`src/rtl/wbc_slot_track.sv`:
```
module wbc_slot_track #(
  parameter int MAX_LAT = 4,
  parameter int LW      = 3
) (
  input  logic             clk,
  input  logic             rst_n,
  input  logic             claim,
  input  logic [LW-1:0]    claim_lat,
  input  logic [LW-1:0]    probe_lat,
  output logic             hit,
  output logic [MAX_LAT:1] resv
);
  logic [MAX_LAT:1] ahead, ahead_nxt;

  for (genvar k = 1; k <= MAX_LAT; k++) begin : g_slot
    logic from_above;
    if (k < MAX_LAT) begin : g_mid
      assign from_above = ahead[k+1];
    end else begin : g_top
      assign from_above = 1'b0;
    end
    assign ahead_nxt[k] = from_above | (claim && (claim_lat == LW'(k + 1)));
  end

  always_comb begin
    hit = 1'b0;
    for (int k = 1; k <= MAX_LAT; k++) begin
      if (probe_lat == LW'(k)) hit = ahead[k];
    end
  end

  always_ff @(posedge clk) begin
    if (!rst_n) ahead <= '0;
    else        ahead <= ahead_nxt;
  end

  assign resv = ahead;

  for (genvar k = 1; k < MAX_LAT; k++) begin : g_chk
    assert_slot_shift_R4: assert property (@(posedge clk) disable iff (!rst_n)
      ahead[k+1] |=> ahead[k]);
  end
  assert_claim_lands_R2: assert property (@(posedge clk) disable iff (!rst_n)
    (claim && claim_lat >= LW'(2) && claim_lat <= LW'(MAX_LAT + 1))
      |=> (($countones(ahead) >= 1)));
endmodule

```
`config.mk`:
```
export PLATFORM = sky130hd
export DESIGN_NAME = wbc_slot_track
export DESIGN_NICKNAME = d
export VERILOG_FILES = /design/src/rtl/wbc_slot_track.sv
export SDC_FILE = /design/constraint.sdc
export NUM_CORES = 1
export LEC_CHECK = 0
export CORE_AREA = 2 2 39 41
export CTS_BUF_LIST = sky130_fd_sc_hd__clkbuf_8
export CTS_CLUSTER_DIAMETER = 200
export DETAILED_ROUTE_END_ITERATION = 6
export DIE_AREA = 0 0 41 43
export GPL_ROUTABILITY_DRIVEN = 0
export GPL_TIMING_DRIVEN = 0
export PLACE_DENSITY = 0.41
export SLEW_MARGIN = 20
export SYNTH_ARGS = -nofsm -noshare
export SYNTH_HDL_FRONTEND = slang
export SYNTH_SLANG_ARGS = --single-unit
```
`constraint.sdc`:
```
create_clock -name clk -period 1.1 [get_ports clk]
set_clock_uncertainty 0.2 [all_clocks]
set_input_delay 0.22 -clock clk [delete_from_list [all_inputs] [get_ports clk]]
set_output_delay 0.22 -clock clk [all_outputs]
set_load 0.1 [all_outputs]
```
==> flow_metrics.env, run 1 <==
export IMPL_use_met3_pct=4.712
export IMPL_htree_levels=1
export IMPL_floorplan_io_pins=14
export IMPL_syn2layout_area_growth_pct=187.3
export IMPL_grt_pass1_wl_mm=1.000
export IMPL_grt_pass1_vias=254
export IMPL_largest_register_ffs=4
export IMPL_synthTopCellsByCount="4 x dfxtp_1, 3 x nand2_1, 3 x nor3_1, 3 x o21a_1, 2 x a31oi_1"
export IMPL_cts_root_buf="clkbuf_8"
export IMPL_total_power_uw=564.9
export IMPL_synth_top_area_share_pct=45.07
export IMPL_slew_headroom_pct=86.41
export IMPL_die_area_um2=1763
export IMPL_yosysWarnings=0
export IMPL_hold_violations=0
export IMPL_path_max_fanout=3
export IMPL_cts_buffer_depth=2
export IMPL_p_leak_nw=0.2160
export IMPL_fin_cells=55
export IMPL_firstDrtPassIters=2
export IMPL_drt_wirelength_per_cell_um=12.00
export IMPL_post_synth_top_count_cell="dfxtp_1"
export IMPL_ant_nets=0
export IMPL_syn_area_um2=177.7
export IMPL_cts_sinks=4
export IMPL_final_setup_viol_count=6
export IMPL_grt_busiest_layer="met2"
export IMPL_critical_path_startpoint="resv[2]"
export IMPL_cp_end_kind="output pin"
export IMPL_viasPerCell=4.400
export IMPL_async_flop_share_pct=0
export IMPL_n_antenna_cell=0
export IMPL_hold_buffers=0
export IMPL_netlist_instances=20
export IMPL_hpwl_um=417.3
export IMPL_ys_types=10
export IMPL_wirelength_um=660
export IMPL_initial_core_util_pct=12.84
export IMPL_hp_start="claim"
export IMPL_use_met2_pct=12.19
export IMPL_outcome="finished, violations left"
export IMPL_fin_util_pct=36.89
export IMPL_arrival_ps=1240
export IMPL_die_h_um=43
export IMPL_maxCapViolations=0
export IMPL_antenna_found_initial=0
export IMPL_rsz0062_at_grt="yes"
export IMPL_setup_ws_ps=-556.3
export IMPL_synth_edf_count=0
export IMPL_drtIter0Drc=1
export IMPL_tightest_slew_ps=203.2
export IMPL_start_kind="flop"
export IMPL_clk_latency_ps=210
export IMPL_die_x_um=41
export IMPL_ir_worst_vdd_uv=378.4
export IMPL_fin_crit_sh_pct=150.6
export IMPL_power_density_nw_per_um2=1107
export IMPL_dpl_worst_slack_ps=-1643
export IMPL_r2r_start="resv[2]"
export IMPL_ys_seq_area_share_pct=45.07
export IMPL_required_ps=680
export IMPL_drc=0
export IMPL_portBuffers=13
export IMPL_via_count=242
export IMPL_finalMaxSlewViolations=0
export IMPL_ys_seq_elements=4
export IMPL_synth_top_cell_by_area="dfxtp_1"
export IMPL_hp_class="primary input to flop"
export IMPL_synthFlopType="dfxtp_1"
export IMPL_dp_cells=49
export IMPL_period_minus_slack_ps=1656
export IMPL_met1_usage_pct=9.554
export IMPL_coreArea_um2=1384
export IMPL_overflow=0
export IMPL_failed_checks="setup timing"
export IMPL_core_rowCount=14
export IMPL_cts_clk_slew_worst_paths_ps=30
export IMPL_cts_made_buffers=3
export IMPL_synth_nets=29
export IMPL_syn_area_per_cell_um2=8.884
export IMPL_grt_use_total_pct=9.009
export IMPL_synthTopCellsByArea="dfxtp_1 45%, o21a_1 13%, nor3_1 8.5%, a31oi_1 7.0%, nand2_1 6.3%"
export IMPL_drive_gt1_share_pct=58.97
export IMPL_fin_hold_ws_ps=156.0
export IMPL_grt_max_degree=5
export IMPL_fin_nets=50
export IMPL_crit_type="flop to output pin"
export IMPL_max_freq_mhz=603.8
export IMPL_cts_tree="done"
==> routing by layer <==
metal | wire length (um) | share of wire (%)
met4 | 16 | 2.4
met1 | 251 | 38
met2 | 337 | 51
met3 | 55 | 8.3
met5 | 0 | 0
==> layout make-up <==
class | count | area [um2]
fill | 146 | 873.3
inverter | 1 | 3.754
clock buffer | 3 | 41.29
timing repair buffer | 16 | 203.9
multi-input combinational | 15 | 146.4
tap | 16 | 20.02
sequential | 4 | 95.09
==> critical path, stage by stage (launching register included) <==
cell and delay [ps]:
dfxtp_4 330, o211a_1 240, a31oi_4 170, o22ai_4 100, buf_12 170
==> cell families (layout without fill, tap and decap cells) <==
group	after synthesis	after routing	share of synthesized area [%]
AND/OR/NAND/NOR	8	8	23.94
flip-flops	4	4	45.07
buffers and inverters	1	20	2.111
AO/OA/AOI/OAI	7	7	28.87
==> cell usage in the layout, fill, tap and decap left out, types with 2 or more instances in the layout <==
cell type	instances
nor3_2	2
buf_4	2
clkbuf_8	3
buf_12	5
nand2_1	2
dfxtp_4	4
dlygate4sd2_1	5
o21a_1	3
==> final timing paths <==
path                            slack (ps)  endpoint  cells past startpoint
worst min register to register         290   resv[2]                      1
worst max-delay path                  -560       hit                      4
worst min-delay path                   160   resv[4]                      3
worst max register to register         -50   resv[1]                      4
==> report_power, final <==
| part | internal, mW | switching, mW |
|---|---|---|
| Combinational | 0.0498 | 0.0650 |
| Clock | 0.233 | 0.0693 |
| Sequential | 0.143 | 0.00497 |
| Total | 0.426 | 0.139 |
==> repair_timing <==
action | in CTS | in global routing
setup endpoints to repair | 8 | 7
cloned | 0 | 0
pin swaps | 3 | 3
setup buffers | 1 | 2
gates resized for setup | 58 | 4
==> stage by stage <==
stage	instance area (um2)	TNS [ps]
2_1_floorplan	206.4	-667.0
3_3_place_gp	356.6	-5662
3_5_place_dp	356.6	-5685
4_1_cts	481.7	-957.6
5_1_grt	510.5	-1211
6_report	510.5	-1064
Power figures use the tool's default switching activity.
==> run 2: changes to the inputs <==
--- a/config.mk
+++ b/config.mk
@@ -5,8 +5,9 @@
 export SDC_FILE = /design/constraint.sdc
 export NUM_CORES = 1
 export LEC_CHECK = 0
+export CAP_MARGIN = 20
 export CORE_AREA = 2 2 39 41
-export CTS_BUF_LIST = sky130_fd_sc_hd__clkbuf_8
+export CTS_BUF_LIST = sky130_fd_sc_hd__clkbuf_4 sky130_fd_sc_hd__clkbuf_8 sky130_fd_sc_hd__clkbuf_16
 export CTS_CLUSTER_DIAMETER = 200
 export DETAILED_ROUTE_END_ITERATION = 6
 export DIE_AREA = 0 0 41 43
==> flow_metrics.env, run 2 (synthesized netlist as in run 1, its figures left out) <==
export IMPL_outcome="finished, violations left"
export IMPL_failed_checks="setup timing"
export IMPL_dp_cells=49
export IMPL_final_common_cell="buf_12"
export IMPL_hp_start="claim_lat[0]"
export IMPL_syn2layout_area_growth_pct=181.0
export IMPL_internal_power_uw=315.7
export IMPL_antenna_found_initial=0
export IMPL_power_switching_uw=126.8
export IMPL_largest_register_ffs=4
export IMPL_rrSetupSlack_ps=-50
export IMPL_start_kind="primary input"
export IMPL_final_cell_mix="5 x buf_12, 4 x dlygate4sd2_1, 4 x dfxtp_4"
export IMPL_pwr_share_comb_pct=26.3
export IMPL_power_frac_seq_pct=33.4
export IMPL_overflow=0
export IMPL_tightest_slew_ps=233.0
export IMPL_path_max_fanout=3
export IMPL_htree_levels=1
export IMPL_hold_violations=0
export IMPL_required_ps=680
export IMPL_clk_latency_ps=230
export IMPL_crit_type="primary input to output pin"
export IMPL_maxCapViolations=0
export IMPL_power_density_nw_per_um2=886.5
export IMPL_crit_end="hit"
export IMPL_initial_core_util_pct=12.84
export IMPL_fin_crit_sh_pct=151.9
export IMPL_rsz0062_at_grt="yes"
export IMPL_portBuffers=13
export IMPL_period_minus_slack_ps=1671
export IMPL_cts_sinks=4
export IMPL_hold_buffers=0
export IMPL_firstDrtPassIters=1
export IMPL_die_h_um=43
export IMPL_grt_pass1_wl_mm=1.000
export IMPL_fin_nets=50
export IMPL_reg2reg_to="resv[1]"
export IMPL_hp_class="primary input to flop"
export IMPL_die_x_um=41
export IMPL_cts_buffer_depth=2
export IMPL_critical_path_startpoint="probe_lat[0]"
export IMPL_cts_clk_slew_worst_paths_ps=40
export IMPL_drt_wirelength_per_cell_um=11.82
export IMPL_cts_root_buf="clkbuf_4"
export IMPL_die_area_um2=1763
export IMPL_ir_worst_vdd_uv=277.9
export IMPL_arrival_ps=1250
export IMPL_cts_tree="done"
export IMPL_grt_use_total_pct=9.009
export IMPL_drive_gt1_share_pct=58.97
export IMPL_cts_made_buffers=3
export IMPL_fin_util_pct=36.08
export IMPL_max_freq_mhz=598.3
export IMPL_coreArea_um2=1384
export IMPL_fin_cells=55
export IMPL_final_setup_viol_count=6
export IMPL_wirelength_um=650
export IMPL_ant_nets=0
export IMPL_p_clk_share_pct=40.3
export IMPL_hpwl_um=417.3
export IMPL_drtIter0Drc=0
export IMPL_p_leak_nw=0.2245
export IMPL_reg2regPathDepth=4
export IMPL_grt_pass1_vias=258
export IMPL_cp_end_kind="output pin"
export IMPL_grt_max_degree=5
export IMPL_viasPerCell=4.327
export IMPL_swShare_pct=28.66
export IMPL_via_count=238
export IMPL_r2r_start="resv[2]"
export IMPL_core_rowCount=14
export IMPL_finalMaxSlewViolations=0
export IMPL_setup_ws_ps=-571.3
export IMPL_slew_headroom_pct=84.47
export IMPL_drc=0
export IMPL_n_antenna_cell=0
export IMPL_floorplan_io_pins=14
run 2: how the worst min path moves through the flow:
stage	to	slack (ps)	cells after the start
after detailed placement	resv[2]	270	1
after global placement	resv[2]	270	1
after CTS	resv[4]	140	2
final	resv[4]	110	3
after floorplan	resv[4]	90	1
after global routing	resv[4]	130	3
run 2: per-stage QoR:
step / hold WS [ps] / worst slack [ps] / TNS [ps] / power (mW) / instance area (um2)
after floorplan: 86.81 / -667.0 / -667.0 / 0.1947 / 206.4
after detailed placement: 274.5 / -1643 / -5685 / 0.2435 / 356.6
after global placement: 274.5 / -1617 / -5662 / 0.2425 / 356.6
after global routing: 127.4 / -619.6 / -1348 / 0.4754 / 499.2
final: 112.7 / -571.3 / -1159 / 0.4425 / 499.2
after CTS: 138.7 / -594.8 / -1085 / 0.4500 / 462.9
run 2: routing by layer:
metal / global-route usage (%) / vias to the layer above / part of all wire [%]
met2: 12.19 / 14 / 55
li1: - / 115 / -
met1: 9.554 / 109 / 38
met3: 4.712 / 0 / 7.4
met4: 8.000 / 0 / 0
met5: 0 / - / 0
run 2: cell type report:
| cell class | count | area [um2] |
|---|---|---|
| well taps | 16 | 20.02 |
| repair buffers | 16 | 209.0 |
| fillers | 150 | 884.6 |
| flip-flops and latches | 4 | 95.09 |
| multi-input cells | 15 | 148.9 |
| inverters | 1 | 3.754 |
| clock buffers | 3 | 22.52 |
run 2: what timing repair did:
| action | CTS | global route |
|---|---|---|
| pin swaps | 2 | 3 |
| resized for setup | 54 | 7 |
| endpoints found under the setup margin | 6 | 9 |
| buffers inserted | 1 | 2 |
run 2: power by group through the flow:
| stage | clock network, mW | logic [mW] | registers [mW] |
|---|---|---|---|
| final | 0.178 | 0.116 | 0.148 |
| after CTS | 0.193 | 0.110 | 0.148 |
| after detailed placement | 0 | 0.0954 | 0.148 |
| after global routing | 0.204 | 0.123 | 0.148 |
| after floorplan | 0 | 0.0188 | 0.176 |
| after global placement | 0 | 0.0945 | 0.148 |
run 2: critical path, cell delays in order:
cell	delay, ps
dlygate4sd2_1	310
o211a_1	280
a31oi_4	170
o22ai_4	90
buf_12	180
==> run 3: changes to the inputs <==
--- a/config.mk
+++ b/config.mk
@@ -18,3 +18,4 @@
 export SYNTH_ARGS = -nofsm -noshare
 export SYNTH_HDL_FRONTEND = slang
 export SYNTH_SLANG_ARGS = --single-unit
+export TNS_END_PERCENT = 5
==> flow_metrics.env, run 3 (synthesized netlist as in run 1, its figures left out) <==
export IMPL_fillers=149
export IMPL_n_antenna_cell=0
export IMPL_cts_buffer_depth=2
export IMPL_r2r_start="resv[2]"
export IMPL_die_x_um=41
export IMPL_fin_crit_sh_pct=151.5
export IMPL_drc=0
export IMPL_overflow=0
export IMPL_internal_power_uw=313.1
export IMPL_failed_checks="setup timing"
export IMPL_finalMaxSlewViolations=0
export IMPL_outcome="finished, violations left"
export IMPL_ir_worst_vdd_uv=272.3
export IMPL_period_minus_slack_ps=1667
export IMPL_setup_ws_ps=-566.7
export IMPL_grt_pass1_wl_um=903
export IMPL_arrival_ps=1250
export IMPL_viasPerCell=4.321
export IMPL_fin_util_pct=34.45
export IMPL_die_h_um=43
export IMPL_fin_area_um2=476.7
export IMPL_clk_latency_ps=230
export IMPL_required_ps=680
export IMPL_dpl_worst_slack_ps=-1643
export IMPL_rrSetupSlack_ps=150
export IMPL_power_density_nw_per_um2=919.8
export IMPL_path_max_fanout=3
export IMPL_cp_end_kind="output pin"
export IMPL_final_setup_viol_count=5
export IMPL_htree_levels=1
export IMPL_maxCapViolations=0
export IMPL_floorplan_io_pins=14
export IMPL_core_rowCount=14
export IMPL_wirelength_um=610
export IMPL_power_frac_seq_pct=33.7
export IMPL_reg2reg_to="resv[1]"
export IMPL_grt_use_total_pct=8.208
export IMPL_ant_nets=0
export IMPL_max_freq_mhz=600.0
export IMPL_multi_input_area_um2=146.4
export IMPL_coreArea_um2=1384
export IMPL_grt_max_degree=5
export IMPL_largest_register_ffs=4
export IMPL_die_area_um2=1763
export IMPL_p_clk_share_pct=40.7
export IMPL_fin_nets=48
export IMPL_drive_gt1_share_pct=54.05
export IMPL_cts_sinks=4
export IMPL_hpwl_um=417.3
export IMPL_reg2regPathDepth=2
export IMPL_antenna_found_initial=0
export IMPL_pwr_share_comb_pct=25.6
export IMPL_hp_start="claim_lat[0]"
export IMPL_cts_clk_slew_worst_paths_ps=40
export IMPL_firstDrtPassIters=1
export IMPL_hold_violations=0
export IMPL_via_count=229
export IMPL_post_dp_cell_area_um2=356.6
export IMPL_crit_type="flop to output pin"
export IMPL_hold_buffers=0
export IMPL_final_cell_mix="5 x buf_12, 4 x dfxtp_4, 3 x o21a_1, 3 x clkbuf_4, 3 x dlygate4sd2_1"
export IMPL_cts_tree="done"
export IMPL_hold_depth=3
export IMPL_swShare_pct=28.59
export IMPL_final_common_cell="buf_12"
export IMPL_total_power_uw=438.5
export IMPL_portBuffers=13
export IMPL_cts_root_buf="clkbuf_4"
export IMPL_initial_core_util_pct=12.84
export IMPL_seq_area_um2=95.09
export IMPL_start_kind="flop"
export IMPL_syn2layout_area_growth_pct=168.3
export IMPL_drtIter0Drc=0
export IMPL_grt_pass1_vias=247
export IMPL_hp_class="primary input to flop"
export IMPL_p_leak_nw=0.2028
export IMPL_slew_headroom_pct=84.78
export IMPL_cts_made_buffers=3
export IMPL_drt_wirelength_per_cell_um=11.51
export IMPL_rsz0062_at_grt="yes"
export IMPL_power_switching_uw=125.4
export IMPL_min_to="resv[4]"
export IMPL_tightest_slew_ps=228.3
export IMPL_setup_tns_ps=-1008
[run 3: repair_timing]
action,CTS,global route
resized for setup,47,13
pin swaps,2,2
hold endpoints to repair,0,0
buffers inserted,0,1
endpoints found under the setup margin,6,8
[run 3: power groups by stage]
stage | registers [mW] | clock network [mW] | logic (mW)
2_1_floorplan | 0.176 | 0 | 0.0188
3_3_place_gp | 0.148 | 0 | 0.0945
3_5_place_dp | 0.148 | 0 | 0.0954
4_1_cts | 0.148 | 0.193 | 0.103
5_1_grt | 0.148 | 0.204 | 0.119
6_report | 0.148 | 0.178 | 0.112
[run 3: layer usage]
metal	share of wire, %	wire [um]	up-vias	track usage [%]
li1	-	-	110	-
met1	41	252	105	8.599
met2	51	309	14	10.63
met3	7.9	48	0	4.712
met4	0	0	0	8.000
met5	0	0	-	0
[run 3: cell type report]
cell class                      instances  share of cell area [%]
Timing Repair Buffer                   14                   39.63
Inverter                                1                  0.7874
Clock buffer                            3                   4.724
Tap cell                               16                   4.199
Multi-Input combinational cell         15                   30.71
Sequential cell                         4                   19.95
[run 3: worst max-delay path by stage]
stage / startpoint / end / slack, ps / cells past startpoint
4_1_cts: resv[2] / hit / -600 / 4
3_3_place_gp: probe_lat[0] / hit / -1620 / 5
3_5_place_dp: probe_lat[0] / hit / -1640 / 5
2_1_floorplan: resv[3] / hit / -670 / 3
5_1_grt: resv[2] / hit / -620 / 4
6_report: resv[2] / hit / -570 / 4
[run 3: critical path, stage by stage, from the launching register on]
cell     delay, ps
dfxtp_4        340
o211a_1        240
a31oi_4        170
o22ai_4         90
buf_12         180
[run 3: through the flow]
step / hold slack [ps] / instances
after floorplan: 86.81 / 20
after detailed placement: 274.5 / 49
after global placement: 274.5 / 49
after global routing: 132.0 / 53
after CTS: 117.5 / 52
final: 110.1 / 53
